## src/rtl/tu_req_dispatch_pkg.sv

```systemverilog
// Shared definitions for the downstream request dispatcher.
// Assumes: no other package defines the same names.
package tu_req_dispatch_pkg;

    // Default sizing shared by the top and its lanes
    localparam int unsigned DEF_DATA_W = 32;
    localparam int unsigned DEF_DEPTH  = 4;
    localparam int unsigned DEF_N_DEV  = 2;

    // Kind of an outgoing request
    typedef enum logic {
        KIND_FINAL = 1'b0,
        KIND_WALK  = 1'b1
    } req_kind_e;

endpackage

```

## src/rtl/tu_retry_fifo.sv

```systemverilog
// In-order retry queue: a circular buffer with an occupancy counter.
// Assumes: the caller never writes when full and never reads when empty.
// A write and a read in the same cycle are allowed.
module tu_retry_fifo #(
    parameter int unsigned W     = 8,
    parameter int unsigned DEPTH = 4
) (
    input  logic         clk,
    input  logic         rst_n,
    input  logic         wr_en,
    input  logic [W-1:0] wr_data,
    input  logic         rd_en,
    output logic [W-1:0] rd_data,
    output logic         empty,
    output logic         full
);
    localparam int unsigned PTR_W = (DEPTH > 1) ? $clog2(DEPTH) : 1;
    localparam int unsigned CNT_W = $clog2(DEPTH + 1);
    localparam logic [PTR_W-1:0] LAST = PTR_W'(DEPTH - 1);
    localparam logic [CNT_W-1:0] FULL_CNT = CNT_W'(DEPTH);

    logic [W-1:0]     store [DEPTH];
    logic [PTR_W-1:0] wr_ptr;
    logic [PTR_W-1:0] rd_ptr;
    logic [CNT_W-1:0] count;

    assign empty   = (count == '0);
    assign full    = (count == FULL_CNT);
    assign rd_data = store[rd_ptr];

    // Write the payload into the tail slot
    always_ff @(posedge clk) begin
        if (wr_en) begin
            store[wr_ptr] <= wr_data;
        end
    end

    // Advance the pointers and track the occupancy
    always_ff @(posedge clk) begin
        if (!rst_n) begin
            wr_ptr <= '0;
            rd_ptr <= '0;
            count  <= '0;
        end else begin
            if (wr_en) begin
                wr_ptr <= (wr_ptr == LAST) ? '0 : wr_ptr + 1'b1;
            end
            if (rd_en) begin
                rd_ptr <= (rd_ptr == LAST) ? '0 : rd_ptr + 1'b1;
            end
            case ({wr_en, rd_en})
                2'b10:   count <= count + 1'b1;
                2'b01:   count <= count - 1'b1;
                default: count <= count;
            endcase
        end
    end

    AST_NO_OVERFLOW: assert property (@(posedge clk) disable iff (!rst_n)
        wr_en |-> !full);
    AST_NO_UNDERFLOW: assert property (@(posedge clk) disable iff (!rst_n)
        rd_en |-> !empty);

endmodule

```

## src/rtl/tu_req_lane.sv

```systemverilog
// One downstream channel with its retry queue.
// An arriving request goes straight to the channel only when the queue is
// empty and the channel is ready. Otherwise it is queued at the tail.
// While the queue holds entries, the head is offered until it is taken.
// Assumes: the channel follows valid/ready, with a transfer when both are
// high at a rising edge.
module tu_req_lane #(
    parameter int unsigned W     = 8,
    parameter int unsigned DEPTH = 4
) (
    input  logic         clk,
    input  logic         rst_n,
    input  logic         in_valid,
    input  logic [W-1:0] in_data,
    output logic         in_ready,
    output logic         out_valid,
    input  logic         out_ready,
    output logic [W-1:0] out_data
);
    logic         q_empty;
    logic         q_full;
    logic [W-1:0] q_head;
    logic         q_push;
    logic         q_pop;
    logic         bypass_taken;

    // Direct path: an empty queue lets a request go out in the same cycle
    always_comb begin
        bypass_taken = q_empty && in_valid && out_ready;
        in_ready     = !q_full;
        out_valid    = !q_empty || in_valid;
        out_data     = q_empty ? in_data : q_head;
        q_push       = in_valid && !q_full && !bypass_taken;
        q_pop        = !q_empty && out_ready;
    end

    tu_retry_fifo #(
        .W     (W),
        .DEPTH (DEPTH)
    ) u_fifo (
        .clk     (clk),
        .rst_n   (rst_n),
        .wr_en   (q_push),
        .wr_data (in_data),
        .rd_en   (q_pop),
        .rd_data (q_head),
        .empty   (q_empty),
        .full    (q_full)
    );

    AST_HEAD_HELD: assert property (@(posedge clk) disable iff (!rst_n)
        (!q_empty && !out_ready) |=> (out_valid && $stable(out_data)));

endmodule

```

## src/rtl/tu_req_dispatch.sv

```systemverilog
// Downstream request dispatcher for an address-translation unit.
// Routes final forwards to the main channel and walk reads to the walk
// channel. When no walk target is attached, walk reads take the main
// channel instead. Each channel keeps its own in-order retry queue.
// Each main-channel handoff of a final forward pulses dev_retry.
// Assumes: walk_attach is steady during reset, and the main channel is
// always present.
module tu_req_dispatch
    import tu_req_dispatch_pkg::*;
#(
    parameter int unsigned DATA_W = DEF_DATA_W,
    parameter int unsigned DEPTH  = DEF_DEPTH,
    parameter int unsigned N_DEV  = DEF_N_DEV
) (
    input  logic              clk,
    input  logic              rst_n,
    input  logic              walk_attach,
    input  logic              up_valid,
    output logic              up_ready,
    input  logic              up_walk,
    input  logic [DATA_W-1:0] up_data,
    output logic              main_valid,
    input  logic              main_ready,
    output logic [DATA_W-1:0] main_data,
    output logic              walk_valid,
    input  logic              walk_ready,
    output logic [DATA_W-1:0] walk_data,
    output logic [N_DEV-1:0]  dev_retry
);
    localparam int unsigned MAIN_W = DATA_W + 1;

    req_kind_e         kind;
    logic              walk_en;
    logic              to_walk;
    logic              main_in_valid;
    logic              main_in_ready;
    logic              walk_in_valid;
    logic              walk_in_ready;
    logic [MAIN_W-1:0] main_in_data;
    logic [MAIN_W-1:0] main_out_data;
    logic              main_out_tag;
    logic              pulse_q;

    // Capture walk attachment once, during reset only
    always_ff @(posedge clk) begin
        if (!rst_n) begin
            walk_en <= walk_attach;
        end
    end

    // Steer the offered request by kind and attachment
    always_comb begin
        kind          = req_kind_e'(up_walk);
        to_walk       = (kind == KIND_WALK) && walk_en;
        main_in_valid = up_valid && !to_walk;
        walk_in_valid = up_valid && to_walk;
        main_in_data  = {(kind == KIND_WALK), up_data};
        up_ready      = to_walk ? walk_in_ready : main_in_ready;
    end

    tu_req_lane #(
        .W     (MAIN_W),
        .DEPTH (DEPTH)
    ) u_main_lane (
        .clk       (clk),
        .rst_n     (rst_n),
        .in_valid  (main_in_valid),
        .in_data   (main_in_data),
        .in_ready  (main_in_ready),
        .out_valid (main_valid),
        .out_ready (main_ready),
        .out_data  (main_out_data)
    );

    tu_req_lane #(
        .W     (DATA_W),
        .DEPTH (DEPTH)
    ) u_walk_lane (
        .clk       (clk),
        .rst_n     (rst_n),
        .in_valid  (walk_in_valid),
        .in_data   (up_data),
        .in_ready  (walk_in_ready),
        .out_valid (walk_valid),
        .out_ready (walk_ready),
        .out_data  (walk_data)
    );

    // Split the main-channel word into payload and kind tag
    always_comb begin
        main_data    = main_out_data[DATA_W-1:0];
        main_out_tag = main_out_data[DATA_W];
    end

    // Register a retry pulse when a final forward leaves on the main channel
    always_ff @(posedge clk) begin
        if (!rst_n) begin
            pulse_q <= 1'b0;
        end else begin
            pulse_q <= main_valid && main_ready && !main_out_tag;
        end
    end

    // Fan the pulse out to every upstream device port
    for (genvar g = 0; g < N_DEV; g++) begin : g_dev_retry
        assign dev_retry[g] = pulse_q;
    end

    AST_WALK_QUIET: assert property (@(posedge clk) disable iff (!rst_n)
        !walk_en |-> !walk_valid);
    AST_ATTACH_FROZEN: assert property (@(posedge clk) disable iff (!rst_n)
        $past(rst_n) |-> $stable(walk_en));
    AST_PULSE_CAUSE: assert property (@(posedge clk) disable iff (!rst_n)
        pulse_q |-> $past(main_valid && main_ready));
    AST_PULSE_SINGLE: assert property (@(posedge clk) disable iff (!rst_n)
        (pulse_q && !(main_valid && main_ready)) |=> !pulse_q);

endmodule

```

## config.mk

```make
export PLATFORM = sky130hd
export DESIGN_NAME = tu_req_dispatch
export DESIGN_NICKNAME = d
export VERILOG_FILES = /design/src/rtl/tu_req_dispatch_pkg.sv /design/src/rtl/tu_retry_fifo.sv /design/src/rtl/tu_req_lane.sv /design/src/rtl/tu_req_dispatch.sv
export SDC_FILE = /design/constraint.sdc
export NUM_CORES = 1
export LEC_CHECK = 0
export ABC_AREA = 1
export BUFFER_PORTS_ARGS = -buffer_cell sky130_fd_sc_hd__buf_2
export CORE_ASPECT_RATIO = 1.5
export CORE_MARGIN = 2
export CORE_UTILIZATION = 58
export DETAILED_ROUTE_END_ITERATION = 8
export PLACE_DENSITY = 0.83
export SETUP_SLACK_MARGIN = 0.3
export SYNTH_ARGS = -nofsm -noshare
export SYNTH_HDL_FRONTEND = slang
export SYNTH_HIERARCHICAL = 1
export SYNTH_SLANG_ARGS = --single-unit
```

## constraint.sdc

```tcl
create_clock -name clk -period 2.6 [get_ports clk]
set_input_delay 0.52 -clock clk [delete_from_list [all_inputs] [get_ports clk]]
set_output_delay 0.52 -clock clk [all_outputs]
set_load 0.01 [all_outputs]
```

After elaboration in Yosys (flattened, before gate mapping). Memory sizes are Yosys's and may differ from the RTL's. A register that Yosys moved wholly into a read port is not among the register bits. Cells that the tools add are included.

Bits of input ports: 39. Register bits after elaboration: 16. RAM bits: 260. Logic and storage cells: 74. Memories: 2. Output and inout bits: 69.

Muxes and demuxes: 17. Reductions and logical operators: 29. Equal/unequal tests: 10. Add/subtract/negate cells: 8.

Memory list: u_main_lane.u_fifo.store (words 4, bits a word 33, read ports 1, clocked after memory_dff 1, wr ports 1, RTL line tu_retry_fifo.sv:22) `logic [W-1:0] store [DEPTH];`; u_walk_lane.u_fifo.store (words 4, bits a word 32, read ports 1, clocked after memory_dff 1, wr ports 1, RTL line tu_retry_fifo.sv:22).

Operators with widths (count): 33-bit 2-to-1 mux (1); 32-bit 2-to-1 mux (1); 2-bit 2-to-1 mux (8); 1-bit logical AND (15); 2-bit equality test (second input constant) (6); 3-bit one-hot mux with 2 select lines (2); 2-bit by 1-bit adder with 2-bit output (second input constant) (4); 1-bit zero test (8); 3-bit by 1-bit adder with 3-bit output (second input constant) (2); 3-bit equality test (second input constant) (2); 3-bit zero test (2); 3-bit by 1-bit subtractor with 3-bit output (second input constant) (2); 1-bit 2-to-1 mux (5); 2-bit by 1-bit equality test with 1-bit output (second input constant) (2); 2-bit nonzero test (2); 1-bit logical OR (2).

Logic depth before layout (Yosys ltp).
Word-level depth: 9. Mapped depth: 15. Gate-level depth less buffers: 15.

By module. The synthesis kept the hierarchy.

Modules (own cells, without submodules): tu_retry_fifo at u_main_lane.u_fifo (times used 1, seq. area each 4144.0 um^2, cells each 379, area each 5366.4 um^2); tu_retry_fifo at u_walk_lane.u_fifo (times used 1, seq. area each 4023.9 um^2, cells each 369, area each 5237.5 um^2); tu_req_lane at u_walk_lane (times used 1, seq. area each 0.0 um^2, cells each 112, area each 546.8 um^2); tu_req_lane at u_main_lane (times used 1, seq. area each 0.0 um^2, cells each 115, area each 490.5 um^2); tu_req_dispatch (times used 1, seq. area each 50.0 um^2, cells each 16, area each 112.6 um^2).

Least setup slack after synthesis. Ideal clock, no wire load.

Path type: reg-to-reg. Start: reg u_main_lane.u_fifo.count[1]. End: reg u_main_lane.u_fifo.count[2]. Cell stages (with the launch flop): 16. Path slack: 0.421 ns. Arrival time: 2.069 ns. Clock period less this slack: 2.179 ns. Cell sequence: dfxtp_1 nor3_1 buf_4 nand2_1 inv_1 nor2_1 inv_1 ha_1 inv_1 fa_1 inv_1 nand2_1 nand3_1 nand2_1 inv_1 nor2_1.

Word-level cells in the longest chain between the ends: 7. Elaborated cells between the ends (all ways): 16.

RTL lines: start: declaration (RTL line tu_retry_fifo.sv:25) `logic [CNT_W-1:0] count;`; start signal: assignment (RTL line tu_retry_fifo.sv:52) `2'b10: count <= count + 1'b1;`; start signal: assignment (RTL line tu_retry_fifo.sv:53) `2'b01: count <= count - 1'b1;`; start signal: assignment (RTL line tu_retry_fifo.sv:54) `default: count <= count;`; 3-bit zero test (*) (RTL line tu_retry_fifo.sv:27) `assign empty = (count == '0);`; named net u_main_lane.q_empty (RTL line tu_req_lane.sv:20) `logic q_empty;`; 1-bit logical AND (*) (2 in series) (RTL line tu_req_lane.sv:29) `bypass_taken = q_empty && in_valid && out_ready;`; 1-bit zero test (*) (RTL line tu_req_lane.sv:33) `q_push = in_valid && !q_full && !bypass_taken;`; 1-bit logical AND (*) (RTL line tu_req_lane.sv:33); named net u_main_lane.q_push (RTL line tu_req_lane.sv:23) `logic q_push;`; 2-bit by 1-bit equality test with 1-bit output or 2-bit equality test (tied branches) (RTL line tu_retry_fifo.sv:51) `case ({wr_en, rd_en})`; 3-bit one-hot mux with 2 select lines or 2-bit nonzero test (tied branches).

The timed path passes the listed nets; every way through them passes the cells marked *. A chain may end at the register's enable or synchronous reset.

==> results.yml <==
timing:
  finalHoldViolations: 0
  period_share: 0.939
  whs_ns: 0.176
  finalMaxSlewViolations: 0
  rsz0062_at_grt: "true"
  period_minus_slack_ns: 2.44
  relSlewSlack: 0.781
  setup_viol: 0
  tightestPinTransition_ns: 0.327
  fmax_mhz: 409
  final.setup.tns_ns: 0
  fin_skew_ns: 0.0114
cells_and_area:
  layout.nets: 1182
  area_delta_synth_final_pct: 19.8
  fin_util: 0.709
  layout.cells.non_filler: 1405
  final_area_um2: 14100
  antenna_cells: 0
  drive_gt1_frac: 0.224
detailed_routing:
  post_drt_wl_per_cell_um: 21.6
  vias: 8389
  drc_errors: 0
  drt_iter0_drc: 1168
  ant_nets: 0
  first_pass_iters: 5
  viasPerCell: 5.97
  drt-total-wl_um: 30300
floorplanning:
  die_h_um: 178
  dieWidth_um: 120
  row_count: 63
  io_pins: 108
  initial_core_util: 0.592
  coreArea_um2: 19900
  fp.dieArea_um2: 21400
synthesis:
  synth.net_count: 1044
  postSynthCellCount: 991
  synth-adder-area-share: 0.0162
  synth-compound-area-share: 0.128
  synthXorXnorAreaFrac: 0
  ys_ff_latch: 280
  synth_area_um2: 11800
  synth_top_family_by_area: "compound AO/OA/AOI/OAI gates"
  synth_cell_type_count: 23
  synth.area.mux_share: 0
  syn_area_per_cell_um2: 11.9
  ys_seq_area_frac: 0.699
  synth-simple-area-share: 0.0818
  ys_warn_count: 6
grt:
  grt_pass1_vias: 7968
  grt_max_degree: 34
  antenna_found_initial: 0
  gr-total-overflow: 0
  grt_pass1_wl_um: 43500
  grtUsageTotal: 0.269
setup_path:
  crit_required_ns: 2.08
  worst_ep_arrival_time_ns: 1.92
  path_max_fanout: 6
  crit_path_end_kind: "primary output"
  cp-start-kind: "flop"
  setup.worst_path.class: "flop to primary output"
clocking:
  htree_levels: 1
  cts_tree: "yes"
  clk_latency_ns: 0.51
  cts.clk_slew.worst_paths_ns: 0.07
  clock_path_buffers: 3
  cts_hold_buf: 0
  cts.sinks: 280
  root_buffer: "clkbuf_16"
  numCtsBuffers: 24
place:
  numPortBuffers: 107
  dp_hpwl_um: 16000
  dp_cells: 1330
  place.gp.congestion: 0.791
  place_area_um2: 12500
status:
  status: "completed"
power_and_ir_drop:
  ir_drop_mv: 0.816
  p_leak_nw: 5.45
  powerDensity_nw_per_um2: 1140
min_path:
  hold_class: "input pin to flop"
run:
  drv_cap: 0
-- worst paths after layout --
check,start,endpoint,slack (ns),cells past startpoint
max,flop,main_data[14],0.16,7
min,walk_attach,walk_en$_DFFE_PN_,0.18,1
max reg2reg,u_walk_lane/u_fifo/count[1]$_SDFFE_PN0P_,u_walk_lane/u_fifo/count[2]$_SDFFE_PN0P_,0.41,13
min reg2reg,u_main_lane/u_fifo/wr_ptr[1]$_SDFFE_PN0P_,u_main_lane/u_fifo/wr_ptr[1]$_SDFFE_PN0P_,0.54,2
-- critical path, cell delays in order, from the launching register on --
cell and delay [ns]:
dfxtp_4 0.40, inv_8 0.12, buf_4 0.15, o21ai_1 0.11
o22ai_1 0.21, inv_1 0.09, o21ai_2 0.16, buf_2 0.16
-- layout make-up --
class	instances	area [µm²]
Timing Repair Buffer	163	1450
Clock buffer	28	637
Inverter	112	462
Tap cell	260	325
Multi-Input combinational cell	544	2830
Timing Repair inverter	4	68.8
Sequential cell	280	8230
Clock inverter	14	70.1
Fill cell	1293	5780
-- flip-flops by register name (all words and copies together), names as in the netlist, named ones only --
signal                     cells
walk_en                        1
u_main_lane/u_fifo/count       3
u_walk_lane/u_fifo/rd_ptr      2
u_walk_lane/u_fifo/store     128
u_walk_lane/u_fifo/wr_ptr      2
u_walk_lane/u_fifo/count       3
pulse_q                        1
u_main_lane/u_fifo/rd_ptr      2
u_main_lane/u_fifo/store     132
u_main_lane/u_fifo/wr_ptr      2
-- per-stage QoR --
stage | total power, W | setup slack (ns)
3_3_place_gp | 0.0108 | 0.378
5_1_grt | 0.0169 | 0.111
3_5_place_dp | 0.0110 | 0.302
4_1_cts | 0.0154 | 0.240
6_report | 0.0161 | 0.158
2_1_floorplan | 0.00935 | 0.421
-- where the power goes --
group	internal, W	leakage, nW	switching (W)
Combinational	0.00288	2.58	0.00437
Clock	0.00175	0.351	0.00153
Sequential	0.00531	2.52	0.000243
-- cell usage after synthesis, drive strengths merged --
cell | instances | area share
a21oi | 11 | 0.0047
nor3 | 8 | 0.0034
nand2 | 92 | 0.029
o21ai | 203 | 0.089
fa | 2 | 0.0034
o22ai | 65 | 0.035
edfxtp | 261 | 0.67
ha | 12 | 0.013
dfxtp | 19 | 0.032
nand3 | 3 | 0.0013
nor2 | 146 | 0.047
nand4 | 2 | 0.0011
inv | 112 | 0.036
buf | 49 | 0.036
clkbuf | 6 | 0.0021
-- placed cells by master, fill, tap and decap left out, types with 22 or more instances in the layout --
cell and count:
edfxtp_1 261, o21ai_1 73, buf_2 107, o22ai_1 61
buf_12 22, inv_1 106, clkbuf_16 28, o21ai_0 100
o21ai_2 29, nor2_1 138, nand2_1 92
-- logic make-up after synthesis --
kind of cell	after synthesis
flops	280
compound gates	279
simple gates	251
buf+inv	167
fa+ha+maj	14
-- per-layer routing --
layer / up-vias / track usage / routed length (µm)
li1: 3757 / - / -
met2: 534 / 0.495 / 16100
met1: 4021 / 0.329 / 10800
met4: 0 / 0.0998 / 987
met3: 77 / 0.0269 / 2430
met5: - / 0 / 0
-- what timing repair did --
action / CTS / global route
pin swaps: 13 / 23
gates cloned: 11 / 4
setup buffers: 16 / 2
resized for setup: 98 / 56
setup endpoints to repair: 65 / 68
(Power assumes the default switching activity.)
